`src/rtl/lkalu_pkg.sv`:
```
package lkalu_pkg;

  typedef enum logic [2:0] {
    FN_CLEAR  = 3'b000,
    FN_NA_B   = 3'b001,
    FN_A_NB   = 3'b010,
    FN_ADD    = 3'b011,
    FN_XOR    = 3'b100,
    FN_OR     = 3'b101,
    FN_AND    = 3'b110,
    FN_PRESET = 3'b111
  } alu_fn_e;

  function automatic logic fn_is_arith(alu_fn_e fn);
    return (fn == FN_NA_B) || (fn == FN_A_NB) || (fn == FN_ADD);
  endfunction

endpackage

```
`src/rtl/lkalu_opnd_cond.sv`:
```
module lkalu_opnd_cond
  import lkalu_pkg::*;
#(
  parameter int W = 16
) (
  input  logic [W-1:0] opnd_a,
  input  logic [W-1:0] opnd_b,
  input  alu_fn_e      fn,
  output logic [W-1:0] cond_x,
  output logic [W-1:0] cond_y
);

  always_comb begin
    cond_x = (fn == FN_NA_B) ? ~opnd_a : opnd_a;
    cond_y = (fn == FN_A_NB) ? ~opnd_b : opnd_b;
  end

endmodule

```
`src/rtl/lkalu_prefix.sv`:
```
module lkalu_prefix #(
  parameter int W = 16
) (
  input  logic [W-1:0] cond_x,
  input  logic [W-1:0] cond_y,
  input  logic         carry_in,
  output logic [W:0]   carry_vec,
  output logic         grp_gen,
  output logic         grp_prop
);

  localparam int LVL = (W > 1) ? $clog2(W) : 1;

  logic [W-1:0] pre_g;
  logic [W-1:0] pre_p;

  // Kogge-Stone prefix over (generate, propagate) pairs
  always_comb begin
    logic [W-1:0] g_cur;
    logic [W-1:0] p_cur;
    logic [W-1:0] g_nxt;
    logic [W-1:0] p_nxt;
    g_cur = cond_x & cond_y;
    p_cur = cond_x | cond_y;
    for (int l = 0; l < LVL; l++) begin
      for (int i = 0; i < W; i++) begin
        if (i >= (1 << l)) begin
          g_nxt[i] = g_cur[i] | (p_cur[i] & g_cur[i-(1<<l)]);
          p_nxt[i] = p_cur[i] & p_cur[i-(1<<l)];
        end else begin
          g_nxt[i] = g_cur[i];
          p_nxt[i] = p_cur[i];
        end
      end
      g_cur = g_nxt;
      p_cur = p_nxt;
    end
    pre_g = g_cur;
    pre_p = p_cur;
  end

  assign carry_vec[0] = carry_in;

  for (genvar i = 0; i < W; i++) begin : g_carry
    assign carry_vec[i+1] = pre_g[i] | (pre_p[i] & carry_in);
  end

  assign grp_gen  = pre_g[W-1];
  assign grp_prop = pre_p[W-1];

  // a group that propagates everywhere passes carry_in to the top
  always_comb begin
    if (grp_prop) begin
      prop_carry_chk: assert (carry_vec[W] == (carry_in | grp_gen));
    end
  end

endmodule

```
`src/rtl/lkalu_result_mux.sv`:
```
module lkalu_result_mux
  import lkalu_pkg::*;
#(
  parameter int W = 16
) (
  input  alu_fn_e      fn,
  input  logic [W-1:0] opnd_a,
  input  logic [W-1:0] opnd_b,
  input  logic [W-1:0] cond_x,
  input  logic [W-1:0] cond_y,
  input  logic [W:0]   carry_vec,
  output logic [W-1:0] result
);

  logic [W-1:0] sum_bits;

  for (genvar i = 0; i < W; i++) begin : g_sum
    assign sum_bits[i] = cond_x[i] ^ cond_y[i] ^ carry_vec[i];
  end

  always_comb begin
    unique case (fn)
      FN_CLEAR:  result = '0;
      FN_NA_B,
      FN_A_NB,
      FN_ADD:    result = sum_bits;
      FN_XOR:    result = opnd_a ^ opnd_b;
      FN_OR:     result = opnd_a | opnd_b;
      FN_AND:    result = opnd_a & opnd_b;
      FN_PRESET: result = '1;
      default:   result = '0;
    endcase
  end

  // an AND result never has a bit set that an OR result would clear
  always_comb begin
    if (fn == FN_AND) begin
      and_subset_chk: assert ((result & ~(opnd_a | opnd_b)) == '0);
    end
  end

endmodule

```
`src/rtl/lkalu_core.sv`:
```
module lkalu_core
  import lkalu_pkg::*;
#(
  parameter int W = 16
) (
  input  logic [W-1:0] opnd_a,
  input  logic [W-1:0] opnd_b,
  input  logic [2:0]   func_sel,
  input  logic         carry_in,
  output logic [W-1:0] result,
  output logic         zero_flag,
  output logic         ovf_flag,
  output logic         carry_out,
  output logic         grp_prop_n,
  output logic         grp_gen_n
);

  alu_fn_e      fn;
  logic [W-1:0] cond_x;
  logic [W-1:0] cond_y;
  logic [W:0]   carry_vec;
  logic         grp_gen;
  logic         grp_prop;
  logic         arith;

  assign fn    = alu_fn_e'(func_sel);
  assign arith = fn_is_arith(fn);

  lkalu_opnd_cond #(.W(W)) u_cond (
    .opnd_a (opnd_a),
    .opnd_b (opnd_b),
    .fn     (fn),
    .cond_x (cond_x),
    .cond_y (cond_y)
  );

  lkalu_prefix #(.W(W)) u_prefix (
    .cond_x    (cond_x),
    .cond_y    (cond_y),
    .carry_in  (carry_in),
    .carry_vec (carry_vec),
    .grp_gen   (grp_gen),
    .grp_prop  (grp_prop)
  );

  lkalu_result_mux #(.W(W)) u_mux (
    .fn        (fn),
    .opnd_a    (opnd_a),
    .opnd_b    (opnd_b),
    .cond_x    (cond_x),
    .cond_y    (cond_y),
    .carry_vec (carry_vec),
    .result    (result)
  );

  always_comb begin
    zero_flag = ~|result;
    if (arith) begin
      carry_out  = carry_vec[W];
      ovf_flag   = carry_vec[W-1] ^ carry_vec[W];
      grp_gen_n  = ~grp_gen;
      grp_prop_n = ~grp_prop;
    end else begin
      carry_out  = 1'b0;
      ovf_flag   = 1'b0;
      grp_gen_n  = 1'b1;
      grp_prop_n = 1'b1;
    end
  end

  always_comb begin

    clear_zero_chk: assert (fn != FN_CLEAR || zero_flag);

    preset_ones_chk: assert (fn != FN_PRESET || (&result));

    gen_carry_chk: assert (!arith || grp_gen_n || carry_out);

    quiet_flags_chk: assert (arith || (!carry_out && !ovf_flag && grp_gen_n && grp_prop_n));

    if (arith && (cond_x[W-1] != cond_y[W-1])) begin
      mixed_sign_ovf_chk: assert (!ovf_flag);
    end
  end

endmodule

```
`config.mk`:
```
export PLATFORM = sky130hd
export DESIGN_NAME = lkalu_core
export DESIGN_NICKNAME = d
export VERILOG_FILES = /design/src/rtl/lkalu_pkg.sv /design/src/rtl/lkalu_opnd_cond.sv /design/src/rtl/lkalu_prefix.sv /design/src/rtl/lkalu_result_mux.sv /design/src/rtl/lkalu_core.sv
export SDC_FILE = /design/constraint.sdc
export NUM_CORES = 1
export LEC_CHECK = 0
export ABC_AREA = 1
export CORE_MARGIN = 1
export CORE_UTILIZATION = 60
export DETAILED_ROUTE_END_ITERATION = 16
export GPL_TIMING_DRIVEN = 0
export PLACE_DENSITY_LB_ADDON = 0.2
export SKIP_LAST_GASP = 1
export SYNTH_ARGS = -nofsm -noshare
export SYNTH_HDL_FRONTEND = slang
export SYNTH_SLANG_ARGS = --single-unit
```
`constraint.sdc`:
```
create_clock -name vclk -period 9
set_clock_uncertainty 0.1 [all_clocks]
set_input_delay 1.8 -clock vclk [all_inputs]
set_output_delay 1.8 -clock vclk [all_outputs]
set_load 0.005 [all_outputs]
```
; ---- Word-level counts from Yosys, hierarchy flattened
; Cells that the tools add are included.
[word_totals]
ff_bits = 0
output_inout_bits = 21
wordCells = 241
[op_classes]
n_eq_ne = 7
n_mux = 7
bitwise = 221
n_reduce_logical = 6
[ops]
columns = cell, n
row1 = bitwise AND 1 bit, 114
row2 = one-hot mux 16 bit (6 select lines), 1
row3 = OR 1 bit, 65
row4 = XOR 1 bit, 33
row5 = bitwise AND 16 bit, 2
row6 = two-way mux 16 bit, 2
row7 = inverter 16 bit, 2
row8 = OR 16 bit, 2
row9 = OR reduction 16 bit, 1
row10 = XOR 16 bit, 1
row11 = "equality test 3 bit, second input constant", 4
row12 = "equality test 3 x 2 -> 1 bit, second input constant", 2
row13 = two-way mux 1 bit, 4
row14 = "equality test 3 x 1 -> 1 bit, second input constant", 1
row15 = logical NOT 3 bit, 1
row16 = OR reduction 3 bit, 1
row17 = logical OR 1 bit, 2
row18 = inverter 1 bit, 2
row19 = logical NOT 1 bit, 1

; ---- Depth between registers and ports, before layout
; Gate-level depths: netlist of run 1.
[depth]
ltp_word = 15
mapped_depth = 22
ltp_nobuf = 21

; ---- By module
; Synthesis of run 1 repeated with hierarchy kept, for this count alone.
[hier_totals]
cells_unflattened = 692
hier_area_um2 = 3427.0
[modules_own_cells]
columns = module, n_inst, cells_each, area_per_inst_um2
row1 = lkalu_result_mux, 1, 317, 1680.4
row2 = lkalu_prefix, 1, 213, 999.7
row3 = lkalu_opnd_cond, 1, 126, 601.8
row4 = lkalu_core, 1, 36, 145.1

; ---- Least setup slack after synthesis of run 1
; No wires, ideal clock.
[synth_path]
path_type = input to output
startpoint = input func_sel[2]
endpoint = output zero_flag
arrival_time_ns = 4.086
required_ns = 7.100
slack_ns = 3.014
stages = 19
path_buffers = 2
path_cell_list = buf_4 > inv_1 > nand2_1 > buf_2 > xor2_1 > inv_1 > fa_1 > inv_1 > nand2_1 > nand2_1 > inv_1 > nand2_2 > nor2_1 > nand2_1 > nor2_1 > nand3_1 > nor2_1 > nand3_1 > nor2_1
[synth_between]
elab_cells_between_ends = 213
cone_classes = eq/ne (7) / mux (3) / bitwise (199) / reduce/logical (4)
[synth_rtl]
columns = element, line
row1 = from (decl), lkalu_core.sv:8  ; input logic [2:0] func_sel,
row2 = equality test 3 x 1 -> 1 bit / equality test 3 x 2 -> 1 bit (equally long branches), "lkalu_opnd_cond.sv:14, lkalu_result_mux.sv:22, lkalu_opnd_cond.sv:15"
row3 = "two-way mux 16 bit, on equally long branches", "lkalu_opnd_cond.sv:14, lkalu_opnd_cond.sv:15"
row4 = XOR 1 bit (2 in a row), lkalu_result_mux.sv:18  ; assign sum_bits[i] = cond_x[i] ^ cond_y[i] ^ carry_vec[i];
row5 = one-hot mux 16 bit (6 select lines) *, lkalu_result_mux.sv:22  ; unique case (fn)
row6 = named net result[0], lkalu_core.sv:10  ; output logic [W-1:0] result,
row7 = OR reduction 16 bit *, lkalu_core.sv:57  ; zero_flag = ~|result;
row8 = logical NOT 1 bit *, lkalu_core.sv:57
row9 = to (decl), lkalu_core.sv:11  ; output logic zero_flag,
; Mark *: on every way through the listed nets, which the timed path passes. The rest lies on a longest branch.

; ---- Worst setup path in the final report of run 1
[layout_path]
startpoint = input func_sel[1]
endpoint = output zero_flag
[layout_between]
elab_chain_cells = 15
elab_cells_between_ends = 213
cone_classes = eq/ne (7) / mux (3) / bitwise (199) / reduce/logical (4)
[layout_lines]
columns = element, line
row1 = equality test 3 x 1 -> 1 bit / equality test 3 x 2 -> 1 bit (equally long branches), "lkalu_opnd_cond.sv:14, lkalu_result_mux.sv:22, lkalu_opnd_cond.sv:15"
row2 = "two-way mux 16 bit, on equally long branches", "lkalu_opnd_cond.sv:14, lkalu_opnd_cond.sv:15"
row3 = OR 16 bit / bitwise AND 16 bit (equally long branches), "lkalu_prefix.sv:24, lkalu_prefix.sv:23"
row4 = "bitwise AND 1 bit, on equally long branches", "lkalu_prefix.sv:28, lkalu_prefix.sv:29"
row5 = OR 1 bit / bitwise AND 1 bit (equally long branches), lkalu_prefix.sv:28  ; g_nxt[i] = g_cur[i] | (p_cur[i] & g_cur[i-(1<<l)]);
row6 = bitwise AND 1 bit / OR 1 bit (equally long branches), lkalu_prefix.sv:28
row7 = OR 1 bit / bitwise AND 1 bit (equally long branches), lkalu_prefix.sv:28
row8 = bitwise AND 1 bit / OR 1 bit (equally long branches), lkalu_prefix.sv:28
row9 = OR 1 bit / bitwise AND 1 bit (equally long branches), lkalu_prefix.sv:28
row10 = OR 1 bit, lkalu_prefix.sv:28
row11 = OR 1 bit, lkalu_prefix.sv:45  ; assign carry_vec[i+1] = pre_g[i] | (pre_p[i] & carry_in);
row12 = XOR 1 bit, lkalu_result_mux.sv:18
row13 = one-hot mux 16 bit (6 select lines) *, lkalu_result_mux.sv:22
row14 = OR reduction 16 bit *, lkalu_core.sv:57
row15 = logical NOT 1 bit *, lkalu_core.sv:57
; Every way passes the cells marked *; elsewhere a longest branch is shown, timed or not.

==> results by group, run 1 <==
Floorplanning
  • FP Rows: 25
  • Core area: 0.004692 sq mm
  • Die ar.: 0.005155 sq mm
  • Die height: 71.80 microns
  • # IOs: 57
  • Die Wd: 71.80 microns
  • Initial Util: 62.29%

Drt
  • Iter 0 DRT Violations: 184
  • Pre-Repair DR Iteration Count: 5
  • Routed via count: 3235
  • Via/cell ratio: 5.286
  • Antenna Violating Nets Remaining: 0
  • Remaining DRCs: 0
  • Final wirelength: 7.920 mm
  • WL per Instance: 12.94 microns

Timing
  • Final period utilization: 84.26%
  • Final hold viol count: 0
  • Fmax: 131.9 MHz
  • RSZ-0062 raised after global routing: false
  • Setup TNS: 0 ps
  • Final number of setup-violating endpoints: 0
  • Slew HR: 73.16%
  • Worst setup margin: 1416 ps
  • Minimum clock period: 7584 ps
  • Actual slew at the worst max-slew pin: 401.7 ps
  • Slew Viols, Final: 0

Pwr
  • Maximum vdd drop: 46.41 uV
  • Pwr per Cell Area: 70.67 mW/mm^2
  • Total power: 250.2 uW
  • Lkg Pwr: 2.097 nW

Clocking
  • CTS resizes: 0
  • Postcts setup bufs: 0
  • Cts hold-fix bufs: 0

Placed design
  • IO buf count: 55
  • Area post-placement: 0.003541 sq mm
  • GPL Wtd Cong: 0.9235
  • HPWL Detailed: 6.727 mm
  • Pre-CTS setup slack: 1499 ps

Synthesis
  • Top-area cell type share of the netlist area: 28.25%
  • Register area share after synthesis: 0%
  • Ranking of synthesized cells by area: ha_1 (28%), inv_1 (16%), nand2_1 (15%), xor2_1 (9.6%), nor2_1 (6.0%)
  • Library cells used by synthesis: 30
  • Syn Nets: 606
  • Yosys top cell by area: ha_1
  • Post-synthesis cell count: 503
  • Mapped Area: 0.002923 sq mm
  • Number of synthesis warnings: 0
  • Avg Cell Area, Syn: 5.811 sq um

Final layout
  • Final-stage net count: 663
  • Storage element area: 0 sq um
  • Fillers: 416
  • Design area: 0.003541 sq mm
  • Util after Layout: 75.47%
  • FFs & Latches: 0
  • Ant. Diodes: 0
  • Fraction of layout cells with a size suffix above 1: 4.122%
  • Area growth syn-to-layout: 21.15%
  • CLK BUF: 0

Worst setup path
  • Crit. End Element: output port
  • CP Class: in -> out
  • Worst EP required: 7100 ps
  • CP startpoint kind: primary input
  • Critical Path AT: 5680 ps
  • Critical path peak fanout: 10

Job
  • # Max-Cap Violations: 0

GRT
  • Overall Global Routing Usage: 31.77%
  • Vias in the first global route: 3082
  • Initial antenna violation count: 0
  • Pin count of the biggest net entering global routing: 11
  • Global-route wire length before repair: 13.12 mm
  • Total global routing overflow: 0

Worst hold path
  • Hold Crit Class: in -> out

Status
  • Outcome: complete, no violations
worst paths after layout:
path   startpoint        end  cells after the start
max   func_sel[1]  zero_flag                     22
min   func_sel[2]  result[1]                      4
worst max-delay path: stages:
cell	delay, ps
clkdlybuf4s50_1	590
inv_2	70
nor2_1	130
nand2_1	270
buf_2	330
xor2_1	240
inv_1	110
ha_1	230
inv_1	60
nand2_1	40
nand2_1	70
nand2_1	90
nand2_1	100
nand2_1	90
a21oi_1	150
nor2_1	60
nor2_1	240
nand2_1	90
nor2_1	200
nand3_1	100
nor2_1	90
clkdlybuf4s50_1	510
stage by stage:
stage	instances	hold slack, ps
3_3_place_gp	612	4290
4_1_cts	612	4295
3_5_place_dp	612	4287
2_1_floorplan	503	3667
5_1_grt	612	4346
6_report	612	4302
kinds of logic (layout without fill, tap and decap cells):
family	count (synthesis)	count (layout)	synth area share [%]
fa+ha+maj	67	67	28.94
compound gates	49	49	10.27
xor+xnor	33	33	9.889
simple gates	215	215	31.85
buf+inv	139	194	19.05
cells in the final DEF, fill, tap and decap left out, drive strengths merged:
master,instances
inv,129
nand2,115
ha,66
clkdlybuf4s50,55
nor2,52
nand3,36
xor2,32
a21oi,27
buf,10
o21ai,6
nand3b,6
a221oi,6
nor3,3
o2111ai,3
a211oi,2
nand4,2
o211ai,2
o21bai,1
and2,1
a2bb2oi,1
xnor2,1
o211a,1
fa,1
final cells by class:
type                       instances  area (sq um)  area share (%)
multi-input combinational        364          2366           66.82
timing repair buffer              55         550.5           15.55
inverter                         129         484.2           13.67
buffer                            10         72.57           2.049
tap                               54         67.56           1.908
synth_stat cells (all sizes together) (2+ instances only):
cell type and n:
a21oi 27, nand3b 6, nor2 52, xor2 32
inv 129, o21ai 6, nand4 2, o2111ai 3
buf 10, a211oi 2, ha 66, a221oi 6
nand3 36, nor3 3, nand2 115, o211ai 2
report_power, final:
group / total, mW / leakage [nW] / internal (mW) / switching [mW]
Combinational: 0.250 / 2.10 / 0.108 / 0.142
Clock: 0 / 0 / 0 / 0
Sequential: 0 / 0 / 0 / 0
metal layers:
layer / vias to the layer above / wire length (microns) / GRT usage [%]
li1: 1649 / - / -
met1: 1456 / 3613 / 43.42
met2: 116 / 3704 / 54.93
met3: 14 / 492 / 1.688
met4: 0 / 110 / 6.972
met5: - / 0 / 0
No activity file was read; power rests on OpenSTA's default activity.
==> inputs of run 2 (changes only) <==
--- a/config.mk
+++ b/config.mk
@@ -7,7 +7,7 @@
 export LEC_CHECK = 0
 export ABC_AREA = 1
 export CORE_MARGIN = 1
-export CORE_UTILIZATION = 60
+export CORE_UTILIZATION = 56
 export DETAILED_ROUTE_END_ITERATION = 16
 export GPL_TIMING_DRIVEN = 0
 export PLACE_DENSITY_LB_ADDON = 0.2
==> constraint.sdc (replaced) <==
create_clock -name vclk -period 7.38
set_clock_uncertainty 0.1 [all_clocks]
set_input_delay 1.476 -clock vclk [all_inputs]
set_output_delay 1.476 -clock vclk [all_outputs]
set_load 0.005 [all_outputs]
==> results by group, run 2 (synthesis gave the netlist of run 1 again) <==
Final layout
  • Storage element area: 0 sq um
  • Fraction of layout cells with a size suffix above 1: 4.122%
  • CLK BUF: 0
  • Most common cell after layout, fill and taps aside: inv_1
  • Commonest non-fill, non-tap cells in the layout: inv_1 (126), nand2_1 (113), ha_1 (66), clkdlybuf4s50_1 (55), nor2_1 (47)
  • Final-stage net count: 663
  • Fillers: 442
  • Area growth syn-to-layout: 21.70%
  • Ant. Diodes: 0
  • FFs & Latches: 0

Worst setup path
  • CP startpoint kind: primary input
  • Worst path cell trace: clkdlybuf4s50_1 > inv_2 > nor2_1 > nand2_1 > buf_2 > xor2_1 > inv_1 > fa_1 > inv_1 > nand2_1 > nand2_1 > inv_1 > nand2_2 > nor2_1 > nand2_1 > nor2_1 > nand3_1 > nor2_1 > nand3_1 > nor2_1 > clkdlybuf4s50_1
  • Crit. End Element: output port
  • CP max stage cell: fa_1
  • Worst EP required: 5800 ps
  • CP most frequent cell: nor2_1
  • Critical path peak fanout: 10
  • CP Class: in -> out
  • Crit-path max cell delay: 520 ps
  • Critical Path AT: 5290 ps

Timing
  • Actual slew at the worst max-slew pin: 386.0 ps
  • Fmax: 145.6 MHz
  • Final number of setup-violating endpoints: 0
  • Minimum clock period: 6866 ps
  • Hold_ws: 3638 ps
  • Final hold viol count: 0
  • Final period utilization: 93.04%
  • Slew HR: 74.21%
  • Slew Viols, Final: 0
  • Setup TNS: 0 ps
  • RSZ-0062 raised after global routing: false

Drt
  • Via/cell ratio: 5.096
  • Routed via count: 3185
  • WL per Instance: 12.75 microns
  • Antenna Violating Nets Remaining: 0
  • Final wirelength: 7.970 mm
  • Iter 0 DRT Violations: 194
  • Pre-Repair DR Iteration Count: 5
  • Remaining DRCs: 0

GRT
  • GR Util met1: 42.02%
  • Total global routing overflow: 0
  • M3 GR Usage: 0.5420%
  • Most Crowded Layer GR: met2
  • Pin count of the biggest net entering global routing: 11
  • Met2 Use GR: 51.62%
  • Initial antenna violation count: 0
  • Vias in the first global route: 2919
  • Overall Global Routing Usage: 29.78%
  • Global-route wire length before repair: 12.83 mm

Placed design
  • HPWL Detailed: 6.660 mm
  • GPL Wtd Cong: 0.9302
  • IO buf count: 55

Floorplanning
  • Die height: 74.25 microns
  • Initial Util: 59.90%
  • FP Rows: 25
  • # IOs: 57
  • Die Wd: 74.25 microns
  • Die ar.: 0.005512 sq mm
  • Core area: 0.004880 sq mm

Job
  • # Max-Cap Violations: 0

Pwr
  • Lkg Pwr: 2.097 nW
  • Pwr per Cell Area: 85.96 mW/mm^2
  • Maximum vdd drop: 56.07 uV

Worst hold path
  • Hold Crit Class: in -> out

Status
  • Outcome: complete, no violations

Clocking
  • Cts hold-fix bufs: 0
  • Postcts setup bufs: 0
  • CTS resizes: 0
==> run 2: cell counts in the layout (fill, tap and decap cells not counted) <==
No cell type changed its count.
==> run 2: final timing paths <==
path   startpoint         to  slack (ps)  depth (start not counted)
max   func_sel[1]  zero_flag         510                         21
min   func_sel[2]  result[1]        3640                          4
==> run 2: layout make-up <==
class | instances | area, sq um | share of cell area [%]
Multi-Input combinational cell | 364 | 2366 | 66.51
Timing Repair Buffer | 55 | 550.5 | 15.48
Inverter | 129 | 484.2 | 13.61
Tap cell | 67 | 83.83 | 2.357
Buffer | 10 | 72.57 | 2.040
==> run 2: per-layer routing <==
layer  vias to the layer above  part of all wire [%]
li1                       1646                     -
met1                      1426                    49
met2                       107                    45
met3                         6                   5.1
met4                         0                  0.95
met5                         -                     0
==> run 2: metrics by stage <==
stage	total power [mW]	cells	util, %	area (sq um)	setup WS, ps
detailed placement	0.3010	625	72.90	3557	542.4
global route	0.3449	625	72.90	3557	112.9
CTS	0.3033	625	72.90	3557	518.3
global placement	0.2931	625	72.90	3557	577.3
floorplan	0.1943	503	-	2923	2042
finish	0.3058	625	72.90	3557	513.9
==> run 2: worst max-delay path, delay by kind of cell <==
family	cells	cell delay (ps)
buffers and inverters	7	1740
adder cells (fa/ha/maj)	1	520
AND/OR/NAND/NOR	12	1310
XOR/XNOR	1	230
==> run 2: where the power goes <==
group | switching, mW | internal [mW] | total, mW
clock network | 0 | 0 | 0
registers | 0 | 0 | 0
logic | 0.174 | 0.132 | 0.306
